### config.mk
export PLATFORM = sky130hd
export DESIGN_NAME = quad_dds_core
export DESIGN_NICKNAME = d
export VERILOG_FILES = /design/src/rtl/qdds_pkg.sv /design/src/rtl/qdds_cfg.sv /design/src/rtl/qdds_phase.sv /design/src/rtl/qdds_lane.sv /design/src/rtl/quad_dds_core.sv
export SDC_FILE = /design/constraint.sdc
export NUM_CORES = 2
export LEC_CHECK = 0
export CORE_MARGIN = 3
export CORE_UTILIZATION = 52
export CTS_CLUSTER_DIAMETER = 150
export DETAILED_ROUTE_END_ITERATION = 10
export PLACE_DENSITY = 0.72
export SYNTH_ARGS = -nofsm -noshare
export SYNTH_HDL_FRONTEND = slang
export SYNTH_SLANG_ARGS = --single-unit
### constraint.sdc
create_clock -name clk -period 32.1 [get_ports clk]
set_input_delay 8.025 -clock clk [delete_from_list [all_inputs] [get_ports clk]]
set_output_delay 8.025 -clock clk [all_outputs]
set_load 0.02 [all_outputs]
### src/rtl/qdds_pkg.sv
package qdds_pkg;
  typedef enum logic [1:0] {
    SEL_FREQ  = 2'd0,
    SEL_PHASE = 2'd1,
    SEL_GAIN  = 2'd2,
    SEL_NONE  = 2'd3
  } cfg_sel_e;
endpackage

### src/rtl/qdds_cfg.sv
module qdds_cfg #(
  parameter int ACC_W = 32,
  parameter int POW_W = 9,
  parameter int ASF_W = 9
) (
  input  logic             clk,
  input  logic             rst_n,
  input  logic             we,
  input  logic [1:0]       sel,
  input  logic [ACC_W-1:0] data,
  input  logic             commit,
  output logic [ACC_W-1:0] ftw_act,
  output logic [POW_W-1:0] pow_act,
  output logic [ASF_W-1:0] asf_act
);
  localparam logic [ASF_W-1:0] UNITY = {1'b1, {(ASF_W-1){1'b0}}};

  logic [ACC_W-1:0] ftw_sh;
  logic [POW_W-1:0] pow_sh;
  logic [ASF_W-1:0] asf_sh;

  always_ff @(posedge clk or negedge rst_n) begin
    if (!rst_n) begin
      ftw_sh <= '0;
      pow_sh <= '0;
      asf_sh <= UNITY;
    end else if (we) begin
      case (qdds_pkg::cfg_sel_e'(sel))
        qdds_pkg::SEL_FREQ:  ftw_sh <= data;
        qdds_pkg::SEL_PHASE: pow_sh <= data[POW_W-1:0];
        qdds_pkg::SEL_GAIN:  asf_sh <= data[ASF_W-1:0];
        default: ;
      endcase
    end
  end

  // all three fields move together; a same-cycle write lands after the copy
  always_ff @(posedge clk or negedge rst_n) begin
    if (!rst_n) begin
      ftw_act <= '0;
      pow_act <= '0;
      asf_act <= UNITY;
    end else if (commit) begin
      ftw_act <= ftw_sh;
      pow_act <= pow_sh;
      asf_act <= asf_sh;
    end
  end
endmodule

### src/rtl/qdds_phase.sv
module qdds_phase #(
  parameter int ACC_W = 32,
  parameter int POW_W = 9,
  parameter int LANES = 4
) (
  input  logic                   clk,
  input  logic                   rst_n,
  input  logic                   en,
  input  logic [ACC_W-1:0]       ftw,
  input  logic [POW_W-1:0]       pow,
  output logic [LANES*ACC_W-1:0] lane_ph
);
  logic [ACC_W-1:0] acc_q;
  logic [ACC_W-1:0] pow_ph;

  assign pow_ph = {pow, {(ACC_W-POW_W){1'b0}}};

  always_ff @(posedge clk or negedge rst_n) begin
    if (!rst_n)   acc_q <= '0;
    else if (en)  acc_q <= acc_q + ftw * ACC_W'(LANES);
    else          acc_q <= '0;
  end

  for (genvar k = 0; k < LANES; k++) begin : g_lane_ph
    assign lane_ph[k*ACC_W +: ACC_W] = acc_q + ACC_W'(k) * ftw + pow_ph;
  end
endmodule

### src/rtl/qdds_lane.sv
module qdds_lane #(
  parameter int ACC_W = 32,
  parameter int TA    = 12,
  parameter int OUT_W = 14,
  parameter int ASF_W = 9
) (
  input  logic             clk,
  input  logic             rst_n,
  input  logic             en,
  input  logic [ACC_W-1:0] phase,
  input  logic [ASF_W-1:0] asf,
  output logic [OUT_W-1:0] sample
);
  localparam int HW   = TA - 1;
  localparam int PW   = 2*HW + 1;
  localparam int SH   = 2*HW - 2 - (OUT_W - 1);
  localparam int PRW  = OUT_W + ASF_W + 2;
  localparam int HALF = 1 << (ASF_W - 2);
  localparam logic signed [PRW-1:0] MAXV = PRW'((1 << (OUT_W-1)) - 1);
  localparam logic signed [PRW-1:0] MINV = PRW'(-(1 << (OUT_W-1)));
  localparam logic [OUT_W-1:0] MID = {1'b1, {(OUT_W-1){1'b0}}};

  function automatic logic signed [OUT_W:0] wave_of(input logic [TA-1:0] a);
    logic [HW-1:0] x;
    logic [HW:0]   xc;
    logic [PW-1:0] m;
    logic [OUT_W:0] mm;
    x  = a[HW-1:0];
    xc = {1'b1, {HW{1'b0}}} - {1'b0, x};
    m  = {{(HW+1){1'b0}}, x} * {{HW{1'b0}}, xc};
    mm = m[SH +: OUT_W+1];
    return a[TA-1] ? -signed'(mm) : signed'(mm);
  endfunction

  function automatic logic [OUT_W-1:0] scale_of(input logic signed [OUT_W:0] w,
                                                input logic [ASF_W-1:0] g);
    logic signed [PRW-1:0] prod;
    logic signed [PRW-1:0] rnd;
    logic [OUT_W-1:0] c;
    prod = PRW'(w) * PRW'(signed'({1'b0, g}));
    rnd  = (prod + PRW'(HALF)) >>> (ASF_W - 1);
    if (rnd > MAXV)      c = MAXV[OUT_W-1:0];
    else if (rnd < MINV) c = MINV[OUT_W-1:0];
    else                 c = rnd[OUT_W-1:0];
    return {~c[OUT_W-1], c[OUT_W-2:0]};
  endfunction

  logic signed [OUT_W:0] wave;
  logic [OUT_W-1:0]      code;

  assign wave = wave_of(phase[ACC_W-1 -: TA]);
  assign code = scale_of(wave, asf);

  always_ff @(posedge clk or negedge rst_n) begin
    if (!rst_n)   sample <= MID;
    else if (en)  sample <= code;
    else          sample <= MID;
  end
endmodule

### src/rtl/quad_dds_core.sv
module quad_dds_core #(
  parameter int ACC_W = 32,
  parameter int POW_W = 9,
  parameter int ASF_W = 9,
  parameter int TA    = 12,
  parameter int OUT_W = 14,
  parameter int LANES = 4
) (
  input  logic                   clk,
  input  logic                   rst_n,
  input  logic                   en_i,
  input  logic                   cfg_we_i,
  input  logic [1:0]             cfg_sel_i,
  input  logic [ACC_W-1:0]       cfg_data_i,
  input  logic                   cfg_commit_i,
  output logic [LANES*OUT_W-1:0] sample_o
);
  logic [ACC_W-1:0]       ftw_act;
  logic [POW_W-1:0]       pow_act;
  logic [ASF_W-1:0]       asf_act;
  logic [LANES*ACC_W-1:0] lane_ph;

  qdds_cfg #(.ACC_W(ACC_W), .POW_W(POW_W), .ASF_W(ASF_W)) u_cfg (
    .clk(clk), .rst_n(rst_n), .we(cfg_we_i), .sel(cfg_sel_i),
    .data(cfg_data_i), .commit(cfg_commit_i),
    .ftw_act(ftw_act), .pow_act(pow_act), .asf_act(asf_act)
  );

  qdds_phase #(.ACC_W(ACC_W), .POW_W(POW_W), .LANES(LANES)) u_phase (
    .clk(clk), .rst_n(rst_n), .en(en_i), .ftw(ftw_act), .pow(pow_act),
    .lane_ph(lane_ph)
  );

  for (genvar k = 0; k < LANES; k++) begin : g_lane
    qdds_lane #(.ACC_W(ACC_W), .TA(TA), .OUT_W(OUT_W), .ASF_W(ASF_W)) u_lane (
      .clk(clk), .rst_n(rst_n), .en(en_i),
      .phase(lane_ph[k*ACC_W +: ACC_W]), .asf(asf_act),
      .sample(sample_o[k*OUT_W +: OUT_W])
    );
  end
endmodule

* Word-level counts from Yosys, hierarchy flattened
Cells that the tools add are included.
Operators by class: multiplexer cells 17, add/sub/neg operators 20, magnitude comparators 8, equal/unequal tests 2, bitwise gates (word level) 4, multipliers 9, reductions and logical operators 4
Operators with widths (count):
- 32-bit adder | 8
- 14-bit 2-to-1 mux | 12
- 25-bit by 9-bit adder with 25-bit output (second input constant) | 4
- 15-bit by 10-bit multiplier with 25-bit output | 4
- 11-bit by 12-bit multiplier with 22-bit output | 4
- 17-bit by 14-bit > comparator with 1-bit output (second input constant) | 4
- 17-bit by 14-bit less-than comparator with 1-bit output (second input constant) | 4
- 15-bit 2-to-1 mux | 4
- 15-bit negator | 4
- 12-bit by 11-bit subtractor with 12-bit output (first input constant) | 4
- 2-bit by 32-bit multiplier with 32-bit output (first input constant) | 1
- 32-bit 2-to-1 mux | 1
- 2-bit AND reduction | 3
- 1-bit inverter | 4
- 2-bit by 1-bit == test with 1-bit output (second input constant) | 1
- 2-bit == test (second input constant) | 1
- 2-bit logical NOT | 1
Word-level totals: output and inout bits 56, bits in registers 188, bits of input ports 39, word-level logic and storage cells 75

* Depth between registers and ports, before layout
depth after elaboration 14, depth in mapped cells 67

* By module
Synthesis repeated with hierarchy kept, for this count alone.
Unflattened totals: cell total of the unflattened synthesis 6487, area total of the unflattened synthesis 57586.5 um^2
By module, submodules not included:
- qdds_lane at g_lane[0].u_lane ... | cells each 1279, sequential area each 351.6 um^2, instances 2, area an instance 11086.9 um^2
- qdds_lane at g_lane[2].u_lane | cells each 1296, sequential area each 351.6 um^2, instances 1, area an instance 11257.0 um^2
- qdds_lane at g_lane[3].u_lane | cells each 1222, sequential area each 351.6 um^2, instances 1, area an instance 10699.0 um^2
- qdds_phase | cells each 1199, sequential area each 750.7 um^2, instances 1, area an instance 9721.8 um^2
- qdds_cfg | cells each 212, sequential area each 2504.9 um^2, instances 1, area an instance 3734.8 um^2

* Worst setup path before layout
OpenSTA, ideal clock, no wires.
path type reg-to-reg, start register u_cfg.ftw_act[13], end register g_lane[3].u_lane.sample[10], cell stages (with the launch flop) 62, required time 31975 ps, arrival 14813 ps, path buffers 4, period minus slack after synthesis 14938 ps, setup slack 17162 ps, cell sequence dfrtp_1 > inv_1 > fa_1 > inv_1 > ha_1 > ha_1 > a21oi_1 > o221ai_1 > a221oi_1 > a21boi_0 > o21ai_0 > nand2b_1 > a21oi_1 > xnor2_1 > clkbuf_1 > buf_1 > ha_1 > or3b_2 > [... 26 more ...] > fa_1 > fa_1 > inv_1 > fa_1 > inv_1 > ha_1 > a21o_1 > o21bai_1 > a21o_1 > a21oi_1 > o21bai_1 > a21o_1 > a211o_1 > nand3_1 > a211oi_1 > a211oi_2 > buf_2 > o21ai_1
On the way: longest elaborated chain between the ends 13, elaborated cells on any way between the ends 14, classes of those cells add/sub (5); mul (3); order compare (2); mux (4)
Ends and longest elaborated chain:
- start, declared | line qdds_cfg.sv:12 | output logic [ACC_W-1:0] ftw_act,
- start signal, assigned | line qdds_cfg.sv:44 | ftw_act <= ftw_sh;
- 2-bit by 32-bit multiplier with 32-bit output * | line qdds_phase.sv:25 | assign lane_ph[k*ACC_W +: ACC_W] = acc_q + ACC_W'(k) * ftw + pow_ph;
- 32-bit adder * (2 in series) | line qdds_phase.sv:25
- 12-bit by 11-bit subtractor with 12-bit output | line qdds_lane.sv:29 | xc = {1'b1, {HW{1'b0}}} - {1'b0, x};
- 11-bit by 12-bit multiplier with 22-bit output | line qdds_lane.sv:30 | m = {{(HW+1){1'b0}}, x} * {{HW{1'b0}}, xc};
- 15-bit negator | line qdds_lane.sv:32 | return a[TA-1] ? -signed'(mm) : signed'(mm);
- 15-bit 2-to-1 mux * | line qdds_lane.sv:32
- 15-bit by 10-bit multiplier with 25-bit output * | line qdds_lane.sv:40 | prod = PRW'(w) * PRW'(signed'({1'b0, g}));
- 25-bit by 9-bit adder with 25-bit output * | line qdds_lane.sv:41 | rnd = (prod + PRW'(HALF)) >>> (ASF_W - 1);
- 17-bit by 14-bit less-than comparator with 1-bit output | line qdds_lane.sv:43 | else if (rnd < MINV) c = MINV[OUT_W-1:0];
- 14-bit 2-to-1 mux | line qdds_lane.sv:43
- 14-bit 2-to-1 mux * | line qdds_lane.sv:42 | if (rnd > MAXV) c = MAXV[OUT_W-1:0];
- 14-bit 2-to-1 mux * | line qdds_lane.sv:56 | else if (en) sample <= code;
- end signal, assigned | line qdds_lane.sv:56
- end, declared | line qdds_lane.sv:12 | output logic [OUT_W-1:0] sample
Mark *: on every way between the ends. The rest lies on a longest branch, timed or not. A chain may end at the register's enable or synchronous reset.

* Worst setup path in the final report
start register u_phase.acc_q[20], end register g_lane[3].u_lane.sample[0]
On the way: longest elaborated chain between the ends 12, elaborated cells on any way between the ends 13, classes of those cells add/sub (5); mul (2); order compare (2); mux (4)
Ends and longest elaborated chain:
- start, declared | line qdds_phase.sv:13 | logic [ACC_W-1:0] acc_q;
- start signal, assigned | line qdds_phase.sv:20 | else if (en) acc_q <= acc_q + ftw * ACC_W'(LANES);
- 32-bit adder * (2 in series) | line qdds_phase.sv:25
- 12-bit by 11-bit subtractor with 12-bit output | line qdds_lane.sv:29
- 11-bit by 12-bit multiplier with 22-bit output | line qdds_lane.sv:30
- 15-bit negator | line qdds_lane.sv:32
- 15-bit 2-to-1 mux * | line qdds_lane.sv:32
- 15-bit by 10-bit multiplier with 25-bit output * | line qdds_lane.sv:40
- 25-bit by 9-bit adder with 25-bit output * | line qdds_lane.sv:41
- 17-bit by 14-bit less-than comparator with 1-bit output | line qdds_lane.sv:43
- 14-bit 2-to-1 mux | line qdds_lane.sv:43
- 14-bit 2-to-1 mux * | line qdds_lane.sv:42
- 14-bit 2-to-1 mux * | line qdds_lane.sv:56
Marks and branches as above.

==> metrics <==
clk slew on worst S/H paths 0.11 ns; most common cell after layout, fill and taps aside inv_1; flop-to-flop setup slack 14.74 ns; Async SR Flop Fraction 1.00; total number of H-tree levels 4; Post-CTS Setup Repair Bufs 0; post-route ant nets 0; synth warn 0; dominant cell type by area after synthesis fa_1; maxcap violations 0; DR pass1 iterations 5; Top Ports 95; I/O Buffers 94; number of global-route vias before repair 42409; TritonCTS clock tree yes; Post-Synthesis Cells 5828; Die Y 325 um; fin. max-slew vios 0; hold buffer count at cts 0; Req. time, crit path 32.47 ns; Rows 116; total number of vias 39186; status completed; Critical Path Fanout Max 17; full die area 105000 sq um; CTS max path bufs 2; Slowest-stage cell, CP xnor2_1; Netlist Area Pre-Place 52800 sq um; Fin. Hold Viols 0; RR Endpoint g_lane[3].u_lane.sample[0]$_DFF_PN0_; Filler Cell Count 9095; Crit path top cell by count fa_1; drc violations 0; grt peak-use layer met2; commonest cells after routing, fill and taps aside 1157 x inv_1, 856 x fa_1, 744 x ha_1; largest net degree at the start of global routing 110; Slew headroom 0.168; Die Wd 325 um; latest clock arrival within the worst-skew pair 0.53 ns; number of synthesized flops with an enable pin 0; Crit Reg-Reg Startpoint u_phase.acc_q[20]$_DFF_PN0_; ys flop type dfrtp_1; HP Start u_cfg.ftw_sh[6]$_DFFE_PN0P_; largest stage delay on the critical path 0.80 ns; M2 GR Usage 0.422; Netlist cell types 110; Mean Syn Cell Area 9.06 sq um; Core Area 100000 sq um; top cell type's share of synthesized area 0.324; worst slew pin tran 1.24 ns; TritonCTS buffer count 17; WL/cell 16.8 um; nets@finish 7506; CP Capture Type flop; synth-to-layout area growth 6.03%; Initial Util 0.526; CP Class flop to flop; Antenna diodes 0; M1 GR Usage 0.314; Critical Path Start Type flop; Peak Freq 0.0576 GHz; initial antenna violation count 3; Total GRT Usage 0.244; Min-Delay Path Depth 2; Final GP Congestion 0.929; vias per std cell 5.41; post-DP HPWL 99.9 mm; Post-Route Setup TNS 0 ns; Seq/Total Area, Yosys 0.0883; top post-synthesis cells by area fa_1 32%, ha_1 18%, dfrtp_1 8.5%; RSZ-0062 raised after global routing no; Arr. time, crit path 17.73 ns; first-pass GRT wire length 211 mm; GR Util met3 0.0295; WHS Endpoint u_cfg.ftw_act[6]$_DFFE_PN0P_; CTS resizes 0; worst min-delay path category flop to flop; fraction of layout cells with a size suffix above 1 0.0476; clock sink count 186; minimum clock period after layout 17.36 ns; CTS root buf clkbuf_16; setup violators final 0; Tcrit/Tclk final 0.541; Synth Register Bits 186; worst clock skew 0.0326 ns; drt total wl 122 mm; DR iter-0 viols 2004; GR Overflow Total 0; Reg2Reg Depth 58
==> state kept, by name, summed over array words and instances, names as in the netlist <==
name                  cells
g_lane.u_lane.sample     56
u_cfg.asf_act             9
u_cfg.asf_sh              9
u_cfg.ftw_act            32
u_cfg.ftw_sh             32
u_cfg.pow_act             9
u_cfg.pow_sh              9
u_phase.acc_q            30
==> worst max path at each step <==
stage | start | cells after the start | slack, ns | end
after global routing | u_phase.acc_q[20]$_DFF_PN0_ | 58 | 13.25 | g_lane[3].u_lane.sample[0]$_DFF_PN0_
after detailed placement | u_phase.acc_q[20]$_DFF_PN0_ | 58 | 15.07 | g_lane[3].u_lane.sample[0]$_DFF_PN0_
after CTS | u_phase.acc_q[20]$_DFF_PN0_ | 58 | 14.94 | g_lane[3].u_lane.sample[0]$_DFF_PN0_
after floorplan | u_cfg.ftw_act[13]$_DFFE_PN0P_ | 61 | 17.16 | g_lane[3].u_lane.sample[10]$_DFF_PN0_
after global placement | u_phase.acc_q[20]$_DFF_PN0_ | 58 | 15.63 | g_lane[3].u_lane.sample[0]$_DFF_PN0_
final | u_phase.acc_q[20]$_DFF_PN0_ | 58 | 14.74 | g_lane[3].u_lane.sample[0]$_DFF_PN0_
==> final cells by class <==
| class | count | area, sq um | share of cell area |
|---|---|---|---|
| clock buffers | 17 | 425 | 0.00760 |
| clock inverters | 15 | 218 | 0.00389 |
| flip-flops and latches | 186 | 4670 | 0.0834 |
| multi-input cells | 4355 | 43300 | 0.773 |
| well taps | 1357 | 1700 | 0.0303 |
| inverters | 1160 | 4350 | 0.0777 |
| repair buffers | 147 | 1330 | 0.0238 |
==> cell usage after synthesis (25+ instances only) <==
cell type	number
mux2_2	74
xnor2_1	171
dfrtp_1	180
nor3_1	50
inv_1	1157
a21o_1	107
buf_1	27
nor2b_1	86
a31oi_1	27
o21ai_0	127
nand2_1	409
fa_1	856
or2_2	28
xor2_1	100
and2_1	273
and3_1	28
o21a_1	25
o21bai_1	35
nand2b_1	214
nand3_1	58
ha_1	744
nor2_1	377
clkbuf_1	128
a21oi_1	177
==> worst max-delay path, delay by kind of cell, from the launching register on <==
kind,cells,cell delay (ns)
adders and majority gates,16,7.17
AOI/OAI and AO/OA,19,4.69
and+or+nand+nor,10,1.90
xor gates and xnor gates,3,1.53
DFF,1,0.78
buffers and inverters,8,0.60
muxes,2,0.51
==> cells by family after synthesis <==
kind of cell | synth area share
adders and majority gates | 0.501
DFF | 0.0883
other | 0.000142
buffers and inverters | 0.0948
muxes | 0.0202
AOI/OAI and AO/OA | 0.0909
xor gates and xnor gates | 0.0496
and+or+nand+nor | 0.155
==> routing by layer <==
layer / wire length, um / vias to the layer above
met1: 52000 / 19668
met3: 5660 / 215
met5: 0 / -
li1: - / 18423
met2: 60000 / 880
met4: 4290 / 0
==> metrics by stage <==
| step | cell area, sq um | std cells | utilization | worst slack [ns] | hold slack [ns] |
|---|---|---|---|---|---|
| 3_3_place_gp | 55400 | 7205 | 0.551 | 15.63 | 0.461 |
| 4_1_cts | 56000 | 7237 | 0.558 | 14.94 | 0.486 |
| 3_5_place_dp | 55400 | 7205 | 0.551 | 15.07 | 0.466 |
| 6_report | 56000 | 7237 | 0.558 | 14.74 | 0.481 |
| 2_1_floorplan | 53000 | 5866 | - | 17.16 | 0.446 |
| 5_1_grt | 56000 | 7237 | 0.558 | 13.25 | 0.522 |
Power is not shown: default switching activity piles up to over one toggle a cycle in this logic, so the estimate is an artifact.
